### src/rtl/exec_squash_gen.sv
module exec_squash_gen #(
  parameter int NT         = 2,
  parameter int PC_W       = 32,
  parameter int SEQ_W      = 16,
  parameter int INST_SZ    = 4,
  parameter int CNT_W      = 16,
  parameter bit DELAY_SLOT = 1'b0,
  localparam int TID_W     = (NT > 1) ? $clog2(NT) : 1
) (
  input  logic                  clk,
  input  logic                  rst,
  input  logic                  br_v,
  input  logic [TID_W-1:0]      br_tid,
  input  logic [SEQ_W-1:0]      br_seq,
  input  logic [PC_W-1:0]       br_pc,
  input  logic [PC_W-1:0]       br_npc,
  input  logic [PC_W-1:0]       br_nnpc,
  input  logic                  br_pred_tk,
  input  logic                  br_sq_ds,
  input  logic                  mo_v,
  input  logic [TID_W-1:0]      mo_tid,
  input  logic [SEQ_W-1:0]      mo_seq,
  input  logic [PC_W-1:0]       mo_npc,
  input  logic [PC_W-1:0]       mo_nnpc,
  input  logic                  bl_v,
  input  logic [TID_W-1:0]      bl_tid,
  input  logic [SEQ_W-1:0]      bl_seq,
  input  logic [PC_W-1:0]       bl_pc,
  input  logic [PC_W-1:0]       bl_npc,
  output logic [NT-1:0]         sq_valid,
  output logic [NT*SEQ_W-1:0]   sq_seq,
  output logic [NT*PC_W-1:0]    sq_pc,
  output logic [NT*PC_W-1:0]    sq_npc,
  output logic [NT*PC_W-1:0]    sq_mispc,
  output logic [NT-1:0]         sq_mispred,
  output logic [NT-1:0]         sq_taken,
  output logic [NT-1:0]         sq_incl,
  output logic [NT-1:0]         ld_ack,
  output logic [CNT_W-1:0]      cnt_wrong_taken,
  output logic [CNT_W-1:0]      cnt_wrong_nt
);
  localparam logic [PC_W-1:0] SZ  = PC_W'(INST_SZ);
  localparam logic [PC_W-1:0] SZ2 = PC_W'(2 * INST_SZ);

  logic br_mo_same, br_bl_same, mo_bl_same;
  logic win_br, win_mo, win_bl;
  assign br_mo_same = br_v && mo_v && (br_tid == mo_tid);
  assign br_bl_same = br_v && bl_v && (br_tid == bl_tid);
  assign mo_bl_same = mo_v && bl_v && (mo_tid == bl_tid);

  assign win_br = br_v && !(br_mo_same && (mo_seq <  br_seq)) && !(br_bl_same && (bl_seq <  br_seq));
  assign win_mo = mo_v && !(br_mo_same && (br_seq <= mo_seq)) && !(mo_bl_same && (bl_seq <  mo_seq));
  assign win_bl = bl_v && !(br_bl_same && (br_seq <= bl_seq)) && !(mo_bl_same && (mo_seq <= bl_seq));

  logic            br_tk;
  logic [PC_W-1:0] br_rpc, br_rnpc, mo_rnpc, bl_rnpc;
  assign br_tk   = DELAY_SLOT ? !((br_nnpc == br_npc + SZ) && ((br_npc == br_pc + SZ) || (br_npc == br_pc + SZ2)))
                              : (br_npc != br_pc + SZ);
  assign br_rpc  = DELAY_SLOT ? (br_sq_ds ? br_npc  : br_nnpc)      : br_npc;
  assign br_rnpc = DELAY_SLOT ? (br_sq_ds ? br_nnpc : br_nnpc + SZ) : br_npc + SZ;
  assign mo_rnpc = DELAY_SLOT ? mo_nnpc : mo_npc + SZ;
  assign bl_rnpc = DELAY_SLOT ? bl_npc  : bl_pc + SZ;

  always_ff @(posedge clk) begin
    if (rst) begin
      cnt_wrong_taken <= '0;
      cnt_wrong_nt    <= '0;
    end else if (win_br) begin
      if (br_pred_tk) cnt_wrong_taken <= cnt_wrong_taken + 1'b1;
      else            cnt_wrong_nt    <= cnt_wrong_nt + 1'b1;
    end
  end

  for (genvar t = 0; t < NT; t++) begin : g_thr
    logic sel_br, sel_mo, sel_bl;
    assign sel_br = win_br && (br_tid == TID_W'(t));
    assign sel_mo = win_mo && (mo_tid == TID_W'(t));
    assign sel_bl = win_bl && (bl_tid == TID_W'(t));

    always_ff @(posedge clk) begin
      sq_valid[t]               <= 1'b0;
      sq_seq[t*SEQ_W +: SEQ_W]  <= '0;
      sq_pc[t*PC_W +: PC_W]     <= '0;
      sq_npc[t*PC_W +: PC_W]    <= '0;
      sq_mispc[t*PC_W +: PC_W]  <= '0;
      sq_mispred[t]             <= 1'b0;
      sq_taken[t]               <= 1'b0;
      sq_incl[t]                <= 1'b0;
      ld_ack[t]                 <= 1'b0;
      if (!rst) begin
        if (sel_br) begin
          sq_valid[t]              <= 1'b1;
          sq_seq[t*SEQ_W +: SEQ_W] <= br_seq;
          sq_pc[t*PC_W +: PC_W]    <= br_rpc;
          sq_npc[t*PC_W +: PC_W]   <= br_rnpc;
          sq_mispc[t*PC_W +: PC_W] <= br_pc;
          sq_mispred[t]            <= 1'b1;
          sq_taken[t]              <= br_tk;
        end else if (sel_mo) begin
          sq_valid[t]              <= 1'b1;
          sq_seq[t*SEQ_W +: SEQ_W] <= mo_seq;
          sq_pc[t*PC_W +: PC_W]    <= mo_npc;
          sq_npc[t*PC_W +: PC_W]   <= mo_rnpc;
        end else if (sel_bl) begin
          sq_valid[t]              <= 1'b1;
          sq_seq[t*SEQ_W +: SEQ_W] <= bl_seq;
          sq_pc[t*PC_W +: PC_W]    <= bl_pc;
          sq_npc[t*PC_W +: PC_W]   <= bl_rnpc;
          sq_incl[t]               <= 1'b1;
          ld_ack[t]                <= 1'b1;
        end
      end
    end

    assert_ack_record_R6: assert property (@(posedge clk) disable iff (rst)
      ld_ack[t] |-> (sq_valid[t] && sq_incl[t] && !sq_mispred[t]));
    assert_taken_is_branch_R1: assert property (@(posedge clk) disable iff (rst)
      sq_taken[t] |-> (sq_mispred[t] && !sq_incl[t]));
    assert_older_branch_blocks_load_R7: assert property (@(posedge clk) disable iff (rst)
      (bl_v && br_v && bl_tid == TID_W'(t) && br_tid == TID_W'(t) && br_seq < bl_seq) |=> !ld_ack[t]);
    assert_idle_clears_R9: assert property (@(posedge clk) disable iff (rst)
      !(br_v || mo_v || bl_v) |=> (!sq_valid[t] && !ld_ack[t]));
  end

  assert_count_on_mispred_R8: assert property (@(posedge clk) disable iff (rst)
    ((cnt_wrong_taken != $past(cnt_wrong_taken)) || (cnt_wrong_nt != $past(cnt_wrong_nt))) |-> (|sq_mispred));
  assert_single_count_R8: assert property (@(posedge clk) disable iff (rst)
    !((cnt_wrong_taken != $past(cnt_wrong_taken)) && (cnt_wrong_nt != $past(cnt_wrong_nt))));
endmodule

### config.mk
export PLATFORM = sky130hd
export DESIGN_NAME = exec_squash_gen
export DESIGN_NICKNAME = d
export VERILOG_FILES = /design/src/rtl/exec_squash_gen.sv
export SDC_FILE = /design/constraint.sdc
export NUM_CORES = 1
export LEC_CHECK = 0
export BUFFER_PORTS_ARGS = -buffer_cell sky130_fd_sc_hd__buf_2
export CORE_AREA = 3 3 215 217
export CTS_CLUSTER_SIZE = 40
export DETAILED_ROUTE_END_ITERATION = 8
export DIE_AREA = 0 0 218 220
export PLACE_DENSITY = 0.6
export SLEW_MARGIN = 5
export SYNTH_ARGS = -nofsm -noshare
export SYNTH_HDL_FRONTEND = slang
export SYNTH_SLANG_ARGS = --single-unit
### constraint.sdc
create_clock -name clk -period 2.93 [get_ports clk]
set_input_delay 0.1465 -clock clk [delete_from_list [all_inputs] [get_ports clk]]
set_output_delay 0.1465 -clock clk [all_outputs]
set_load 0.02 [all_outputs]
# Word level (Yosys, flattened, before mapping)
# Cells that the tools add are included.
[totals]
mem_count = 0
ramBits = 0
input_bits = 282
word_cells = 102
rom_bits = 0
latch_bits = 0
out_inout_bits = 266
reg_bits = 264
[op_classes]
n_div = 0
n_bitwise = 6
n_lt_le_gt_ge = 6
muxes = 26
n_eq_ne = 4
addsub = 6
reduce_logical = 36
mul = 0
n_shift = 0
[ops]
columns = ["op", "count"]
rows = [
  ["$mux 32", 12],
  ["$add 32x3->32 const B", 4],
  ["$mux 16", 6],
  ["$le 16x16->1", 3],
  ["$lt 16x16->1", 3],
  ["$add 16x1->16 const B", 2],
  ["$ne 32x32->1", 1],
  ["$logic_and 1x1->1", 24],
  ["$mux 1", 8],
  ["$logic_not 1->1", 6],
  ["$not 1->1", 6],
  ["$reduce_or 3->1", 2],
  ["$reduce_and 2->1", 2],
  ["$reduce_or 2->1", 2],
  ["$eq 1x1->1", 3],
]

# Logic depth before layout (Yosys ltp)
[logic_depth]
word_depth = 10
ltp_mapped = 15
depth_no_buf = 12

# Worst setup path after synthesis
# No wires, ideal clock.
[synth_path]
path_kind = "input port to flip-flop"
start = "in mo_seq[15]"
end = "reg sq_seq[1]"
setup_slack_ns = 0.219
required_ns = 2.808
setup_time_ns = 0.122
n_path_buf = 2
stages = 13
arrival_time_ns = 2.590
path_cell_list = "inv_1 -> ha_1 -> nand4_1 -> nor4_1 -> a21boi_0 -> a21oi_1 -> a41oi_2 -> nor3_2 -> nand2_2 -> inv_1 -> buf_2 -> buf_2 -> a221o_1"
[synth_via]
elab_chain_cells = 8
word_cells_on_any_way = 23
classes_between = "order compare: 4; mux: 3; reduce/logical: 16"
[synth_lines]
columns = ["element", "line", "text"]
rows = [
  ["start, declared", "22", "input logic [SEQ_W-1:0] mo_seq,"],
  ["$le 16x16->1 (on tied branches)", "53, 52", ""],
  ["$logic_and 1x1->1 (on tied branches)", "53, 52", ""],
  ["$logic_not 1->1 (on tied branches)", "53, 52", ""],
  ["$logic_and 1x1->1 (on tied branches)", "53, 52", ""],
  ["$logic_and 1x1->1 (on tied branches)", "78, 52", ""],
  ["$mux 16 or $logic_and 1x1->1 (tied branches)", "104, 77", ""],
  ["$mux 16", "99", "end else if (sel_mo) begin"],
  ["$mux 16 (*)", "91", "if (sel_br) begin"],
  ["end signal, assigned by index", "93", "sq_seq[t*SEQ_W +: SEQ_W] <= br_seq;"],
  ["end signal, assigned by index", "101", "sq_seq[t*SEQ_W +: SEQ_W] <= mo_seq;"],
  ["end signal, assigned by index", "106", "sq_seq[t*SEQ_W +: SEQ_W] <= bl_seq;"],
  ["end, declared", "31", "output logic [NT*SEQ_W-1:0] sq_seq,"],
]
# Mark *: on every way between the ends. The rest lies on a longest branch, timed or not.
# A chain may end at the register's enable or synchronous reset.

# Worst setup path after layout
[layout_path]
start = "in br_seq[5]"
end = "reg sq_seq[17]"
[layout_via]
elab_chain_cells = 9
word_cells_on_any_way = 24
classes_between = "order compare: 4; mux: 3; reduce/logical: 17"
[layout_lines]
columns = ["element", "line", "text"]
rows = [
  ["start, declared", "14", "input logic [SEQ_W-1:0] br_seq,"],
  ["$le 16x16->1", "53", "assign win_bl = bl_v && !(br_bl_same && (br_seq <= bl_seq)) && !(mo_bl_same && (mo_seq <= bl_seq));"],
  ["$logic_and 1x1->1", "53", ""],
  ["$logic_not 1->1", "53", ""],
  ["$logic_and 1x1->1 (2 in series)", "53", ""],
  ["$logic_and 1x1->1", "78", "assign sel_bl = win_bl && (bl_tid == TID_W'(t));"],
  ["$mux 16", "104", "end else if (sel_bl) begin"],
  ["$mux 16", "99", ""],
  ["$mux 16 (*)", "91", ""],
]
# Marks and branches as above.

==> run metrics <==
ratio of cells with drive above 1 in the final layout=31.8%; number of synthesized flops with an enable pin=0; vias in the first global route=15,300; First-pass DRT Iterations=5; Yosys top cell by area=dfxtp_1; TritonCTS buffer count=31; CTS tree=yes; area delta synth->final=50.2%; final wirelength=62,400 µm; Hold Path Class=primary input to flip-flop; final std cell area, no fill=20,300 µm²; Root Buffer=clkbuf_16; final setup vio count=0; TNS Setup=0 ns; routability cong.=0.926; Core Box Area=44,300 µm²; number of synthesis warnings=0; leakage power=9.41 nW; count leader, synth=dfxtp_1; clk_lat worst skew=0.57 ns; CP max FO=19; Register Area=5200 µm²; status=complete, no violations; 1st-iter DRT viols=1,130; Final min period=2.82 ns; Initial Utilization=30.5%; Cell Pwr Density=499 nW/µm²; boundary pin count=548; most common library cells after synthesis=dfxtp_1 (260), nand2_1 (135), nor2_1 (113); Non-Filler Instances=2,879; ranking of synthesized cells by area=dfxtp_1 (38%), a221o_1 (5.9%), ha_1 (5.0%); full die area=48,000 µm²; DIE WIDTH=218 µm; Synth Flop Type=dfxtp_1; Avg Cell Area, Syn=8.69 µm²; HPWL Detailed=45,900 µm; Slew HR=50.9%; # clock sinks=260; max-slew violations=0; gr ovfl total=0; critical path endpoint category=flip-flop; fmax=355 MHz; Yosys reg bits=260; row cnt=77; DR vias=15,100; Worst EP arrival=3.27 ns; area of the multi-input gates=7760 µm²; Tcrit/Tclk final=96.1%; FILL cells=4,295; Post-route DRC=0; nets@finish=2,595; WS Path Type=primary input to flip-flop; library cells used by synthesis=79; initial antenna violation count=4; routed vias/inst=5.23; pin count of the biggest net entering global routing=41; share of the synthesized area in the top cell type=38.5%; Mapped Area=13,500 µm²; H-tree lvl count=1; Die Y=220 µm; share of synthesized registers carrying an async set or reset=0%; CTS clock-pin slew for the worst setup and hold paths=0.06 ns; Worst-Margin Slew=0.735 ns; Mapped Cells=1,557; Startpoint Class=primary input; Power, Total=10.1 mW; # port buffers=450; routed wire length per instance=21.7 µm; Max VDD drop=411 µV; max-cap viol count=0; final hold vios=0; post-synthesis sequential area ratio=38.5%; Final Skew=0.00721 ns; minimum hold slack=0.0322 ns; Tot GR Track Use=24.6%; worst path required time=3.38 ns; Routed Antenna Nets=0; Area after DPL=17,500 µm²; clock buffer depth=3; placed insts=2,655; syn nets=1,893; first-pass GRT wire length=91,500 µm
## metrics by stage
stage               utilization (%)  setup slack (ns)
floorplan                         -             0.219
global placement               39.6            -0.276
detailed placement             39.6            -0.299
CTS                            45.4          0.000532
global route                   45.8          -0.00264
finish                         45.8             0.114
## per-layer routing
metal / GRT usage [%] / wire length (µm) / share of wire, %
met1: 31.6 / 26200 / 42
met3: 4.56 / 4650 / 7.5
met2: 40.7 / 29200 / 47
met4: 10.1 / 2390 / 3.8
met5: 0 / 0 / 0
## cell usage in the layout (no fill, tap or decap), drive strengths merged, types with 13 or more instances in the layout
cell,Yosys,final
dlygate4sd3,0,158
clkbuf,79,39
nor3,67,67
xor2,68,68
buf,35,623
a21oi,35,35
nand4,42,42
nor4,13,13
and3,55,55
nand2,136,136
or4,13,13
and2,75,75
and4,16,16
o21ai,25,25
ha,54,54
xnor2,68,68
nor2,114,115
a211oi,33,33
dfxtp,260,260
inv,55,59
nand3,59,59
a221o,80,80
a22oi,37,37
## final cells by class
| cell class | count | share of cell area [%] |
|---|---|---|
| Tap cell | 592 | 3.65 |
| Clock inverter | 19 | 0.868 |
| Antenna cell | 4 | 0.0493 |
| Sequential cell | 260 | 25.6 |
| Timing Repair Buffer | 782 | 26.5 |
| Inverter | 56 | 1.03 |
| Multi-Input combinational cell | 1128 | 38.2 |
| Clock buffer | 38 | 4.09 |
## path summary, 6_finish.rpt
check,start,to,slack [ns],cells past startpoint
worst max-delay path,br_seq[5],sq_seq[17],0.11,15
worst min-delay path,br_npc[27],sq_pc[27],0.03,3
worst max register to register,cnt_wrong_taken[2],cnt_wrong_taken[13],0.85,7
worst min register to register,cnt_wrong_nt[15],cnt_wrong_nt[15],0.50,2
## flip-flops by register name, summed over array words and instances (netlist names)
register / cells
cnt_wrong_nt: 16
cnt_wrong_taken: 16
ld_ack: 2
sq_mispc: 64
sq_mispred: 2
sq_npc: 60
sq_pc: 64
sq_seq: 32
sq_taken: 2
sq_valid: 2
## kinds of logic after synthesis
kind of cell               Yosys count  share of synthesized area, %
buffers and inverters              170                          5.23
DFF                                260                          38.5
xor gates and xnor gates           136                          8.81
adders and majority gates           54                          4.99
AOI/OAI and AO/OA                  304                          17.9
and+or+nand+nor                    625                          24.0
muxes                                8                         0.620
## timing repair
action                     in CTS  in global routing
setup endpoints to repair       0                219
buffers inserted                0                  3
hold endpoints to repair      179                  0
gates resized for setup         0                 30
hold buffers                  158                  0
## power breakdown
group          switching [mW]  internal (mW)
clock network            1.63           2.20
logic                    1.45          0.992
registers              0.0852           3.78
total                    3.16           6.97
## worst max-delay path, stage by stage
cell	delay (ns)
buf_2	0.11
dlygate4sd3_1	0.56
buf_4	0.15
ha_1	0.30
a21oi_1	0.13
o21ai_0	0.10
a21o_1	0.19
o31a_1	0.36
buf_4	0.16
o21ai_2	0.15
or2_4	0.16
nor3_4	0.04
buf_4	0.19
buf_12	0.16
a221o_1	0.35
(Power assumes the default switching activity.)
